File: src/rtl/nic_regs_pkg.sv
package nic_regs_pkg;

    localparam int DATA_W  = 8;
    localparam int CNT_W   = 16;
    localparam int ADDR_W  = 5;
    localparam int NUM_STA = 6;
    localparam int NUM_MC  = 8;
    localparam int IDX_W   = (NUM_MC > NUM_STA) ? $clog2(NUM_MC) : $clog2(NUM_STA);

    // command bit positions
    localparam int CB_STOP = 0;
    localparam int CB_TX   = 2;
    localparam int CB_RRD  = 3;
    localparam int CB_RWR  = 4;

    // interrupt status bit positions
    localparam int IS_TXOK = 1;
    localparam int IS_RDC  = 6;
    localparam int IS_RST  = 7;

    localparam logic [DATA_W-1:0] CMD_INIT  = 8'h22;
    localparam logic [DATA_W-1:0] ISR_INIT  = 8'h80;
    localparam logic [DATA_W-1:0] MC_INIT   = 8'hFF;
    localparam logic [DATA_W-1:0] TSR_SENT  = 8'h01;
    localparam logic [DATA_W-1:0] ISR_WMASK = 8'h7F;

    typedef enum logic [4:0] {
        SEL_NONE, SEL_CMD, SEL_PSTART, SEL_PSTOP, SEL_BOUND, SEL_TPAGE,
        SEL_TSTAT, SEL_TCNT_L, SEL_TCNT_H, SEL_ISR, SEL_RADR_L, SEL_RADR_H,
        SEL_RCNT_L, SEL_RCNT_H, SEL_RXCFG, SEL_TXCFG, SEL_DCFG, SEL_IMR,
        SEL_STA, SEL_CUR, SEL_MC
    } sel_e;

    typedef struct packed {
        logic [DATA_W-1:0]              cmd;
        logic [DATA_W-1:0]              pstart;
        logic [DATA_W-1:0]              pstop;
        logic [DATA_W-1:0]              bound;
        logic [DATA_W-1:0]              tpage;
        logic [DATA_W-1:0]              tstat;
        logic [CNT_W-1:0]               tcnt;
        logic [CNT_W-1:0]               radr;
        logic [CNT_W-1:0]               rcnt;
        logic [DATA_W-1:0]              rxcfg;
        logic [DATA_W-1:0]              txcfg;
        logic [DATA_W-1:0]              dcfg;
        logic [DATA_W-1:0]              imr;
        logic [DATA_W-1:0]              isr;
        logic [DATA_W-1:0]              cur;
        logic [NUM_STA-1:0][DATA_W-1:0] sta;
        logic [NUM_MC-1:0][DATA_W-1:0]  mc;
    } regs_t;

    typedef struct packed {
        logic             req;
        logic [CNT_W-1:0] addr;
        logic [CNT_W-1:0] len;
    } txo_t;

    function automatic regs_t regs_init();
        regs_t r;
        r     = '0;
        r.cmd = CMD_INIT;
        r.isr = ISR_INIT;
        for (int i = 0; i < NUM_MC; i++) r.mc[i] = MC_INIT;
        return r;
    endfunction

endpackage

File: src/rtl/nic_page_decode.sv
module nic_page_decode
    import nic_regs_pkg::*;
(
    input  logic [ADDR_W-1:0] addr,
    input  logic [1:0]        page,
    output sel_e              wr_sel,
    output sel_e              rd_sel,
    output logic [IDX_W-1:0]  idx
);
    localparam int LO_W = 4;

    logic [LO_W-1:0] lo;
    logic            hi_zero;

    assign lo      = addr[LO_W-1:0];
    assign hi_zero = (addr[ADDR_W-1:LO_W] == '0);

    always_comb begin
        wr_sel = SEL_NONE;
        rd_sel = SEL_NONE;
        idx    = '0;
        if (hi_zero && lo == 4'd0) begin
            wr_sel = SEL_CMD;
            rd_sel = SEL_CMD;
        end else if (hi_zero) begin
            case (page)
                2'd0: begin
                    case (lo)
                        4'd1:  wr_sel = SEL_PSTART;
                        4'd2:  wr_sel = SEL_PSTOP;
                        4'd3:  begin wr_sel = SEL_BOUND; rd_sel = SEL_BOUND; end
                        4'd4:  begin wr_sel = SEL_TPAGE; rd_sel = SEL_TSTAT; end
                        4'd5:  wr_sel = SEL_TCNT_L;
                        4'd6:  wr_sel = SEL_TCNT_H;
                        4'd7:  begin wr_sel = SEL_ISR; rd_sel = SEL_ISR; end
                        4'd8:  wr_sel = SEL_RADR_L;
                        4'd9:  wr_sel = SEL_RADR_H;
                        4'd10: wr_sel = SEL_RCNT_L;
                        4'd11: wr_sel = SEL_RCNT_H;
                        4'd12: wr_sel = SEL_RXCFG;
                        4'd13: wr_sel = SEL_TXCFG;
                        4'd14: wr_sel = SEL_DCFG;
                        default: wr_sel = SEL_IMR;
                    endcase
                end
                2'd1: begin
                    if (lo <= 4'd6) begin
                        wr_sel = SEL_STA;
                        idx    = IDX_W'(lo - 4'd1);
                    end else if (lo == 4'd7) begin
                        wr_sel = SEL_CUR;
                    end else begin
                        wr_sel = SEL_MC;
                        idx    = IDX_W'(lo - 4'd8);
                    end
                    rd_sel = wr_sel;
                end
                2'd2: begin
                    case (lo)
                        4'd1:  rd_sel = SEL_PSTART;
                        4'd2:  rd_sel = SEL_PSTOP;
                        4'd4:  rd_sel = SEL_TPAGE;
                        4'd5:  rd_sel = SEL_TCNT_L;
                        4'd6:  rd_sel = SEL_TCNT_H;
                        4'd8:  rd_sel = SEL_RADR_L;
                        4'd9:  rd_sel = SEL_RADR_H;
                        4'd10: rd_sel = SEL_RCNT_L;
                        4'd11: rd_sel = SEL_RCNT_H;
                        4'd12: rd_sel = SEL_RXCFG;
                        4'd13: rd_sel = SEL_TXCFG;
                        4'd14: rd_sel = SEL_DCFG;
                        4'd15: rd_sel = SEL_IMR;
                        default: rd_sel = SEL_NONE;
                    endcase
                end
                default: ;
            endcase
        end
    end

    // offset 0 selects the command register whatever the page
    always_comb begin
        if (addr == '0) begin
            a_r2_cmd_all_pages: assert (wr_sel == SEL_CMD && rd_sel == SEL_CMD);
        end
    end
endmodule

File: src/rtl/nic_cmd_effects.sv
module nic_cmd_effects (
    input  logic stop_bit,
    input  logic tx_bit,
    input  logic rrd_bit,
    input  logic rwr_bit,
    input  logic rcnt_zero,
    output logic run,
    output logic rdc_set,
    output logic tx_go
);
    always_comb begin
        run     = !stop_bit;
        rdc_set = run && (rrd_bit || rwr_bit) && rcnt_zero;
        tx_go   = run && tx_bit;
    end
endmodule

File: src/rtl/nic_read_mux.sv
module nic_read_mux
    import nic_regs_pkg::*;
(
    input  sel_e              rd_sel,
    input  logic [IDX_W-1:0]  idx,
    input  regs_t             st,
    output logic [DATA_W-1:0] rdata
);
    localparam int STA_IW = $clog2(NUM_STA);
    localparam int MC_IW  = $clog2(NUM_MC);

    always_comb begin
        case (rd_sel)
            SEL_CMD:    rdata = st.cmd;
            SEL_PSTART: rdata = st.pstart;
            SEL_PSTOP:  rdata = st.pstop;
            SEL_BOUND:  rdata = st.bound;
            SEL_TPAGE:  rdata = st.tpage;
            SEL_TSTAT:  rdata = st.tstat;
            SEL_TCNT_L: rdata = st.tcnt[DATA_W-1:0];
            SEL_TCNT_H: rdata = st.tcnt[CNT_W-1:DATA_W];
            SEL_ISR:    rdata = st.isr;
            SEL_RADR_L: rdata = st.radr[DATA_W-1:0];
            SEL_RADR_H: rdata = st.radr[CNT_W-1:DATA_W];
            SEL_RCNT_L: rdata = st.rcnt[DATA_W-1:0];
            SEL_RCNT_H: rdata = st.rcnt[CNT_W-1:DATA_W];
            SEL_RXCFG:  rdata = st.rxcfg;
            SEL_TXCFG:  rdata = st.txcfg;
            SEL_DCFG:   rdata = st.dcfg;
            SEL_IMR:    rdata = st.imr;
            SEL_STA:    rdata = st.sta[idx[STA_IW-1:0]];
            SEL_CUR:    rdata = st.cur;
            SEL_MC:     rdata = st.mc[idx[MC_IW-1:0]];
            default:    rdata = '0;
        endcase
    end
endmodule

File: src/rtl/nic_regfile.sv
module nic_regfile
    import nic_regs_pkg::*;
(
    input  logic              clk,
    input  logic              rst_n,
    input  logic              wr_en,
    input  logic [ADDR_W-1:0] addr,
    input  logic [DATA_W-1:0] wdata,
    output logic [DATA_W-1:0] rdata,
    output logic              irq,
    output logic              tx_req,
    output logic [CNT_W-1:0]  tx_addr,
    output logic [CNT_W-1:0]  tx_len
);
    localparam int STA_IW = $clog2(NUM_STA);
    localparam int MC_IW  = $clog2(NUM_MC);

    regs_t            regs_d, regs_q;
    txo_t             txo_d, txo_q;
    sel_e             wr_sel, rd_sel;
    logic [IDX_W-1:0] idx;
    logic             cmd_run, cmd_rdc, cmd_tx;

    nic_page_decode u_dec (
        .addr   (addr),
        .page   (regs_q.cmd[7:6]),
        .wr_sel (wr_sel),
        .rd_sel (rd_sel),
        .idx    (idx)
    );

    nic_cmd_effects u_cmd (
        .stop_bit  (wdata[CB_STOP]),
        .tx_bit    (wdata[CB_TX]),
        .rrd_bit   (wdata[CB_RRD]),
        .rwr_bit   (wdata[CB_RWR]),
        .rcnt_zero (regs_q.rcnt == '0),
        .run       (cmd_run),
        .rdc_set   (cmd_rdc),
        .tx_go     (cmd_tx)
    );

    nic_read_mux u_rd (
        .rd_sel (rd_sel),
        .idx    (idx),
        .st     (regs_q),
        .rdata  (rdata)
    );

    always_comb begin
        regs_d     = regs_q;
        txo_d      = txo_q;
        txo_d.req  = 1'b0;
        if (wr_en) begin
            case (wr_sel)
                SEL_CMD: begin
                    regs_d.cmd = wdata;
                    if (cmd_run) regs_d.isr[IS_RST] = 1'b0;
                    if (cmd_rdc) regs_d.isr[IS_RDC] = 1'b1;
                    if (cmd_tx) begin
                        txo_d.req              = 1'b1;
                        txo_d.addr             = {regs_q.tpage, {DATA_W{1'b0}}};
                        txo_d.len              = regs_q.tcnt;
                        regs_d.tstat           = TSR_SENT;
                        regs_d.isr[IS_TXOK]    = 1'b1;
                        regs_d.cmd[CB_TX]      = 1'b0;
                    end
                end
                SEL_PSTART: regs_d.pstart = wdata;
                SEL_PSTOP:  regs_d.pstop  = wdata;
                SEL_BOUND:  regs_d.bound  = wdata;
                SEL_TPAGE:  regs_d.tpage  = wdata;
                SEL_TCNT_L: regs_d.tcnt[DATA_W-1:0]     = wdata;
                SEL_TCNT_H: regs_d.tcnt[CNT_W-1:DATA_W] = wdata;
                SEL_ISR:    regs_d.isr = regs_q.isr & ~(wdata & ISR_WMASK);
                SEL_RADR_L: regs_d.radr[DATA_W-1:0]     = wdata;
                SEL_RADR_H: regs_d.radr[CNT_W-1:DATA_W] = wdata;
                SEL_RCNT_L: regs_d.rcnt[DATA_W-1:0]     = wdata;
                SEL_RCNT_H: regs_d.rcnt[CNT_W-1:DATA_W] = wdata;
                SEL_RXCFG:  regs_d.rxcfg = wdata;
                SEL_TXCFG:  regs_d.txcfg = wdata;
                SEL_DCFG:   regs_d.dcfg  = wdata;
                SEL_IMR:    regs_d.imr   = wdata;
                SEL_STA:    regs_d.sta[idx[STA_IW-1:0]] = wdata;
                SEL_CUR:    regs_d.cur   = wdata;
                SEL_MC:     regs_d.mc[idx[MC_IW-1:0]]   = wdata;
                default: ;
            endcase
        end
    end

    always_ff @(posedge clk) begin
        if (!rst_n) begin
            regs_q <= regs_init();
            txo_q  <= '0;
        end else begin
            regs_q <= regs_d;
            txo_q  <= txo_d;
        end
    end

    assign irq     = |(regs_q.isr & regs_q.imr & ISR_WMASK);
    assign tx_req  = txo_q.req;
    assign tx_addr = txo_q.addr;
    assign tx_len  = txo_q.len;

    // written ones leave no status bit set in [6:0]
    a_r7_w1c: assert property (@(posedge clk) disable iff (!rst_n)
        (wr_en && wr_sel == SEL_ISR) |=> ((regs_q.isr[6:0] & $past(wdata[6:0])) == 7'd0));

    // running command drops the reset indication
    a_r9_rst_drop: assert property (@(posedge clk) disable iff (!rst_n)
        (wr_en && wr_sel == SEL_CMD && !wdata[CB_STOP]) |=> !regs_q.isr[IS_RST]);

    // remote DMA with zero count completes at once
    a_r10_rdc_zero: assert property (@(posedge clk) disable iff (!rst_n)
        (wr_en && wr_sel == SEL_CMD && !wdata[CB_STOP] &&
         (wdata[CB_RRD] || wdata[CB_RWR]) && regs_q.rcnt == '0) |=> regs_q.isr[IS_RDC]);

    // a send request comes with its status effects
    a_r11_tx_effects: assert property (@(posedge clk) disable iff (!rst_n)
        tx_req |-> (regs_q.isr[IS_TXOK] && !regs_q.cmd[CB_TX] && regs_q.tstat == TSR_SENT));

    // a send request is never raised without a command write
    a_r11_tx_cause: assert property (@(posedge clk) disable iff (!rst_n)
        !wr_en |=> !tx_req);

    // nothing can interrupt while the low mask bits are clear
    a_r8_masked_quiet: assert property (@(posedge clk) disable iff (!rst_n)
        (regs_q.imr[6:0] == 7'd0) |-> !irq);

    // without a write strobe the register state holds
    a_r2_hold: assert property (@(posedge clk) disable iff (!rst_n)
        !wr_en |=> $stable(regs_q));
endmodule

File: config.mk
export PLATFORM = sky130hd
export DESIGN_NAME = nic_regfile
export DESIGN_NICKNAME = d
export VERILOG_FILES = /design/src/rtl/nic_regs_pkg.sv /design/src/rtl/nic_page_decode.sv /design/src/rtl/nic_cmd_effects.sv /design/src/rtl/nic_read_mux.sv /design/src/rtl/nic_regfile.sv
export SDC_FILE = /design/constraint.sdc
export NUM_CORES = 1
export LEC_CHECK = 0
export ABC_CLOCK_PERIOD_IN_PS = 3600
export BUFFER_PORTS_ARGS = -buffer_cell sky130_fd_sc_hd__buf_2
export CAP_MARGIN = 20
export CORE_MARGIN = 3
export CORE_UTILIZATION = 60
export DETAILED_ROUTE_END_ITERATION = 8
export PLACE_DENSITY = 0.78
export SYNTH_ARGS = -nofsm -noshare
export SYNTH_HDL_FRONTEND = slang
export SYNTH_SLANG_ARGS = --single-unit
export TNS_END_PERCENT = 30
File: constraint.sdc
create_clock -name clk -period 3.6 [get_ports clk]
set_clock_uncertainty 0.05 [all_clocks]
set_input_delay 0 -clock clk [delete_from_list [all_inputs] [get_ports clk]]
set_output_delay 0 -clock clk [all_outputs]
set_load 0.03 [all_outputs]
==> metrics.md, run 1 <==
| Metric | Value |
|---|---|
| Hold Path Class | in2reg |
| Max Root-Sink Buffers | 3 |
| Buf/Inv on CP | 4 |
| Most numerous cell in the Yosys netlist | dfxtp_1 |
| Area Growth Syn to Fin | 15.7% |
| Starting Density | 61.8% |
| Gr usage total | 37.3% |
| DRC | 0 |
| RSZ-0062 raised after global routing | true |
| Hold Startpoint | addr[4] |
| # placed instances | 1820 |
| Number of synthesized flops with an enable pin | 0 |
| Die area | 23700 um^2 |
| Final setup viols | 0 |
| Skew-Pair Late Insertion Delay | 0.57 ns |
| CP Capture Type | primary output |
| IO Pins | 58 |
| Die H | 154 um |
| Rel. slew slack | 40.8% |
| Vias in the first global route | 11471 |
| Initial DRC count | 1962 |
| Final hold vios | 0 |
| GRT overflow | 0 |
| Area leader, netlist | dfxtp_1 |
| Worst path max stage delay | 0.38 ns |
| FF-to-FF path depth | 8 |
| Critical path depth | 12 |
| Crit-path slowest cell | nor4b_4 |
| Worst Hold Path Cells | 5 |
| Clock-pin transition on the worst setup and hold timing paths | 0.07 ns |
| Share of layout cells above drive strength 1 | 17.0% |
| Most used cell, CP | buf_4 |
| VDD IR max | 410 uV |
| Ys flop type | dfxtp_1 |
| Reg2reg setup slack | 0.71 ns |
| Mapped Cells | 1529 |
| Final Power | 6.66 mW |
| Post-synthesis average cell area | 8.57 um^2 |
| CTS Root Cell | clkbuf_16 |
| Maximum clock rate | 278 MHz |
| Post-synth top cells | 274 x dfxtp_1, 250 x nand2_1, 170 x mux2i_1 |
| Nets | 1624 |
| Crit Path Category | reg2out |
| Cell Rows | 53 |
| YS warnings | 0 |
| Ys async rst share | 0% |
| Post-DP HPWL | 31.6 mm |
| Die X-Extent | 154 um |
| Final max-slew violation count | 0 |
| CP required | 3.55 ns |
| Final Non-Filler Cells | 1897 |
| Worst-Margin Slew | 0.881 ns |
| Initial antenna violation count | 1 |
| RePlAce Congestion | 1.06 |
| Detailed-route wire length | 45.5 mm |
| Final period util | 99.9% |
| Outcome | complete, no violations |
| Delay-heaviest family, CP | compound AO/OA/AOI/OAI gates |
| Worst hold endpoint | regs_q[121] |
| Critical path fanouts, max | 15 |
| Via density | 6.61 |
| Final min period | 3.60 ns |
| Power Dens Cells | 439 nW/um^2 |
| Worst endpoint data arrival time | 3.55 ns |
| Pleak | 6.03 nW |
| CTS Buf Count | 28 |
| Largest net degree at the start of global routing | 60 |
| Wire per inst | 24.0 um |
| Synth cell types | 96 |
| Largest cells by area after synthesis | dfxtp_1 42%, mux2i_1 13%, nand2_1 7.2% |
| Global-route wire length before repair | 69.4 mm |
| H-Tree Level Count | 1 |
| Post-synth top area share | 41.8% |
| Critical path, cell by cell | buf_8 > nor4b_4 > o2bb2ai_4 > o21a_4 > buf_4 > nor4_2 > buf_4 > a22o_1 > a221o_1 > a2111oi_2 > nand4_1 > buf_2 |
| Sequential cell area fraction in the yosys report | 41.8% |
| Post-route ant nets | 0 |
| Core Box Area | 21200 um^2 |
| Port Buffer Count | 49 |
| Vias post-DR | 12544 |
| R2r endpoint | regs_q[76] |
| Ant diodes | 0 |
| DRT Pass-1 Iters | 6 |
| Final Util | 71.5% |
| Worst reg2reg path startpoint | regs_q[255] |
| Clock sinks | 274 |
| Maxcap violations | 0 |
| Number of synthesized register bits | 274 |
| Synth Cell Area | 13100 um^2 |
| CTS tree | done |
| Nature of the critical path startpoint | register |
[sequential cells by signal, summed over array words and instances (netlist names)]
signal / cells
regs_q: 249
tx_len: 16
tx_addr: 8
tx_req: 1
[through the flow]
stage               setup TNS (ns)  hold WS [ns]  worst slack, ns  instance area [um^2]
floorplan                        0        0.0972            0.940                 13100
global placement            -0.234         0.296           -0.173                 13800
detailed placement          -0.260         0.302           -0.177                 13800
CTS                              0        0.0117         0.000687                 15100
global route               -0.0523        0.0836          -0.0364                 15200
finish                           0        0.0432          0.00230                 15200
[how the worst max path moves through the flow]
| stage | from | end | slack, ns |
|---|---|---|---|
| floorplan | regs_q[254] | rdata[3] | 0.94 |
| global placement | addr[1] | rdata[4] | -0.17 |
| detailed placement | addr[1] | rdata[4] | -0.18 |
| CTS | regs_q[254] | rdata[6] | 0.0007 |
| global route | regs_q[254] | rdata[3] | -0.04 |
| finish | regs_q[254] | rdata[3] | 0.002 |
[per-layer routing]
metal  up-vias  GRT usage, %  part of all wire, %
li1       5638             -                    -
met2       827          54.3                   42
met3       116          7.09                   10
met1      5961          56.1                   44
met4         2          11.3                  3.4
met5         -             0                0.029
[power by group]
group	switching [mW]	internal (mW)	leakage, nW
logic	0.428	0.177	3.36
registers	0.0217	3.06	2.21
clock network	1.24	1.74	0.461
[final cells by class]
class | instances | area, um^2
timing repair buffer | 152 | 1100
clock inverter | 11 | 158
multi-input combinational | 1130 | 7240
clock buffer | 40 | 786
tap | 275 | 344
sequential | 274 | 5490
fill | 1671 | 6050
inverter | 15 | 56.3
[cells by family (layout without fill, tap and decap cells)]
kind of cell | after synthesis | after routing | synth area share [%]
other cells | 1 | 8 | 0.0286
fa+ha+maj | 7 | 7 | 0.668
buf+inv | 133 | 218 | 4.75
simple gates | 661 | 661 | 24.7
mux | 173 | 173 | 13.2
flops | 274 | 274 | 41.8
compound gates | 280 | 281 | 14.8
[worst register-to-register path, cell delays in order, from the launching register on]
cell,delay [ns]
dfxtp_4,0.40
or3b_4,0.45
a211oi_1,0.23
buf_4,0.17
o2111ai_1,0.30
buf_4,0.28
nor2_2,0.50
mux2i_1,0.28
nor2_1,0.08
[layout by cell type, fill, tap and decap left out, drive strengths merged, types with 8 or more instances in the layout]
cell type	n
mux2i	170
o22ai	18
o21ai	84
conb	8
nand2	251
o32ai	8
nand3	149
a21oi	55
a22oi	11
a221oi	13
and3	9
buf	141
nor4	15
nor2	133
dlygate4sd3	10
clkbuf	41
nor3	28
nand4	18
dfxtp	274
inv	15
o211ai	10
a32oi	8
and2	8
[repair_timing]
item	CTS	global route
hold buffers	10	0
pin swaps	12	7
cloned	1	0
resized for setup	29	17
setup buffers	14	1
hold endpoints to repair	86	0
endpoints found under the setup margin	8	8
Note: power is estimated with default switching activity, not from simulation.
==> inputs of run 2 (changes only) <==
--- a/config.mk
+++ b/config.mk
@@ -5,7 +5,7 @@
 export SDC_FILE = /design/constraint.sdc
 export NUM_CORES = 1
 export LEC_CHECK = 0
-export ABC_CLOCK_PERIOD_IN_PS = 3600
+export ABC_CLOCK_PERIOD_IN_PS = 4100
 export BUFFER_PORTS_ARGS = -buffer_cell sky130_fd_sc_hd__buf_2
 export CAP_MARGIN = 20
 export CORE_MARGIN = 3
@@ -14,5 +14,6 @@
 export PLACE_DENSITY = 0.78
 export SYNTH_ARGS = -nofsm -noshare
 export SYNTH_HDL_FRONTEND = slang
+export SYNTH_HIERARCHICAL = 1
 export SYNTH_SLANG_ARGS = --single-unit
 export TNS_END_PERCENT = 30
==> constraint.sdc (replaced) <==
create_clock -name clk -period 4.1 [get_ports clk]
set_clock_uncertainty 0.05 [all_clocks]
set_input_delay 0 -clock clk [delete_from_list [all_inputs] [get_ports clk]]
set_output_delay 0 -clock clk [all_outputs]
set_load 0.03 [all_outputs]
==> metrics.md, run 2 <==
| Metric | Value |
|---|---|
| Outcome | complete, no violations |
| Via density | 6.67 |
| Post-synthesis average cell area | 8.86 um^2 |
| GRT overflow | 0 |
| Starting Density | 61.4% |
| Maxcap violations | 0 |
| Vias post-DR | 12151 |
| Nature of the critical path startpoint | register |
| Final setup viols | 0 |
| Critical path fanouts, max | 26 |
| Die X-Extent | 156 um |
| Number of synthesized register bits | 274 |
| Port Buffer Count | 49 |
| Final hold vios | 0 |
| CTS tree | done |
| Crit Path Category | reg2out |
| Fillers | 1739 |
| Max Root-Sink Buffers | 3 |
| Global-route wire length before repair | 67.6 mm |
| Detailed-route wire length | 43.6 mm |
| Final Non-Filler Cells | 1821 |
| Post-synth top area share | 40.8% |
| Sequential cell area fraction in the yosys report | 40.8% |
| Most frequent cells in the layout | 273 x dfxtp_1, 175 x mux2i_1, 133 x a21oi_1 |
| Share of layout cells above drive strength 1 | 14.5% |
| Vias in the first global route | 11655 |
| Area Growth Syn to Fin | 10.9% |
| Leading cell type in the layout, fill and taps excluded | dfxtp_1 |
| Die area | 24200 um^2 |
| YS warnings | 6 |
| Delay-heaviest family, CP | simple AND/OR/NAND/NOR gates |
| Sw Share | 26.3% |
| Core Box Area | 21900 um^2 |
| Critical path, cell by cell | inv_1 > nand2_1 > or2_2 > o32ai_2 > buf_4 > nor2_1 > and2_1 > nand2_2 > o22ai_1 > or4_1 > buf_2 |
| Synth cell types | 74 |
| H-Tree Level Count | 1 |
| Clock sinks | 274 |
| Sequential share of power | 46.5% |
| Buf/Inv on CP | 3 |
| Final max-slew violation count | 0 |
| Gr usage total | 35.1% |
| Postcts setup bufs | 0 |
| Post-route setup TNS | 0 ns |
| Most numerous cell in the Yosys netlist | dfxtp_1 |
| CP Capture Type | primary output |
| Final Util | 68.1% |
| # placed instances | 1761 |
| DRC | 0 |
| Initial antenna violation count | 1 |
| Rel. slew slack | 33.5% |
| Skew-Pair Late Insertion Delay | 0.56 ns |
| Largest net degree at the start of global routing | 129 |
| Worst path max stage delay | 0.65 ns |
| Clk pwr share | 44.0% |
| Comb power frac | 9.6% |
| Initial DRC count | 1350 |
| Hold Path Class | in2reg |
| Ys flop type | dfxtp_1 |
| Wire per inst | 24.0 um |
| DRT Pass-1 Iters | 6 |
| Number of synthesized flops with an enable pin | 0 |
| Psw | 1.53 mW |
| Die H | 156 um |
| CP required | 4.05 ns |
| Reg2reg setup slack | 1.14 ns |
| Crit-path slowest cell | or4_1 |
| Ant diodes | 0 |
| Ys async rst share | 0% |
| VDD IR max | 437 uV |
| Area leader, netlist | dfxtp_1 |
| RePlAce Congestion | 1.04 |
| Max reg flops | 249 |
| RSZ-0062 raised after global routing | false |
| Final min period | 3.93 ns |
| Post-synth top cells | 274 x dfxtp_1, 175 x mux2i_1, 134 x a21oi_1 |
| Worst endpoint data arrival time | 3.88 ns |
| Post-DP HPWL | 28.9 mm |
| Mapped Cells | 1517 |
| Worst-Margin Slew | 0.997 ns |
| Post-route ant nets | 0 |
| Power Dens Cells | 390 nW/um^2 |
| CTS Buf Count | 28 |
| Final period util | 95.8% |
| Pleak | 5.92 nW |
| Pint | 4.28 mW |
| Synth Cell Area | 13400 um^2 |
| IO Pins | 58 |
| Maximum clock rate | 255 MHz |
| Register bank with the most flops | regs_q |
| Cell Rows | 54 |
| Clock-pin transition on the worst setup and hold timing paths | 0.06 ns |
| Final instance area | 14900 um^2 |
| Largest cells by area after synthesis | dfxtp_1 41%, mux2i_1 13%, a21oi_1 5.0% |
| Placed Area | 13900 um^2 |
| CTS Root Cell | clkbuf_16 |
| Nets | 1546 |
==> run 2: cell count changes after synthesis, moves of 8 or more <==
cell      previous run  this run
o21ai_0             80       119
buf_2               19        46
nand4_1             16         2
nand3_1            146       128
mux4_2               0        24
nand2_1            250       133
a22oi_1             11        37
nor2_1             122       108
o211ai_1             8         0
mux2_2               3        14
clkbuf_1            71        82
a21oi_1             52       134
==> run 2: cells by family (layout without fill, tap and decap cells) <==
logic type	count (synthesis)	in the layout	synth area share [%]
AND/OR/NAND/NOR	497	497	18.8
AO/OA/AOI/OAI	360	360	15.7
flip-flops	274	274	40.8
multiplexers	213	213	18.2
buffers and inverters	163	173	5.60
adder cells (fa/ha/maj)	9	9	0.838
other	1	15	0.0279
==> run 2: layout make-up <==
class	instances	area (um^2)	share of cell area, %
Timing Repair Buffer	110	756	5.07
Inverter	13	53.8	0.361
Sequential cell	274	5490	36.8
Tap cell	280	350	2.35
Clock buffer	36	771	5.17
Clock inverter	14	155	1.04
Multi-Input combinational cell	1094	7330	49.2
==> run 2: power by group through the flow <==
stage / Clock (mW) / Combinational (mW) / Sequential (mW)
2_1_floorplan: 0 / 0.367 / 2.75
3_3_place_gp: 0 / 0.524 / 2.76
3_5_place_dp: 0 / 0.527 / 2.76
4_1_cts: 2.57 / 0.536 / 2.70
5_1_grt: 2.68 / 0.586 / 2.70
6_report: 2.55 / 0.555 / 2.70
==> run 2: through the flow <==
| step | total power [mW] | setup slack [ns] | hold WS, ns |
|---|---|---|---|
| finish | 5.81 | 0.173 | 0.317 |
| global route | 5.96 | 0.110 | 0.349 |
| CTS | 5.81 | 0.0726 | 0.284 |
| detailed placement | 3.28 | 0.325 | 0.385 |
| global placement | 3.28 | 0.335 | 0.386 |
| floorplan | 3.12 | 0.950 | 0.141 |
==> run 2: worst reg2reg max path: stages, from the launching register on <==
cell	delay (ns)
dfxtp_2	0.38
inv_1	0.13
nand2_1	0.12
or2_2	0.38
o22ai_1	0.21
buf_4	0.25
and4b_1	0.61
nand2_1	0.48
mux2i_1	0.23
==> run 2: worst paths after layout <==
| check | startpoint | end | depth (start not counted) |
|---|---|---|---|
| max | regs_q[255] | rdata[5] | 11 |
| min | addr[4] | regs_q[173] | 6 |
| max reg2reg | regs_q[255] | regs_q[161] | 8 |
| min reg2reg | tx_addr[11] | tx_addr[11] | 2 |
==> run 2: per-layer routing <==
layer	GRT usage (%)	share of wire, %
met5	0	0.030
met4	15.4	4.9
met3	6.52	9.4
met2	55.1	46
met1	47.5	40
==> run 2: timing repair <==
item / CTS / global route
endpoints found under the hold margin: 155 / 0
gates resized for setup: 1 / 3
hold buffers: 10 / 0
setup endpoints to repair: 3 / 5
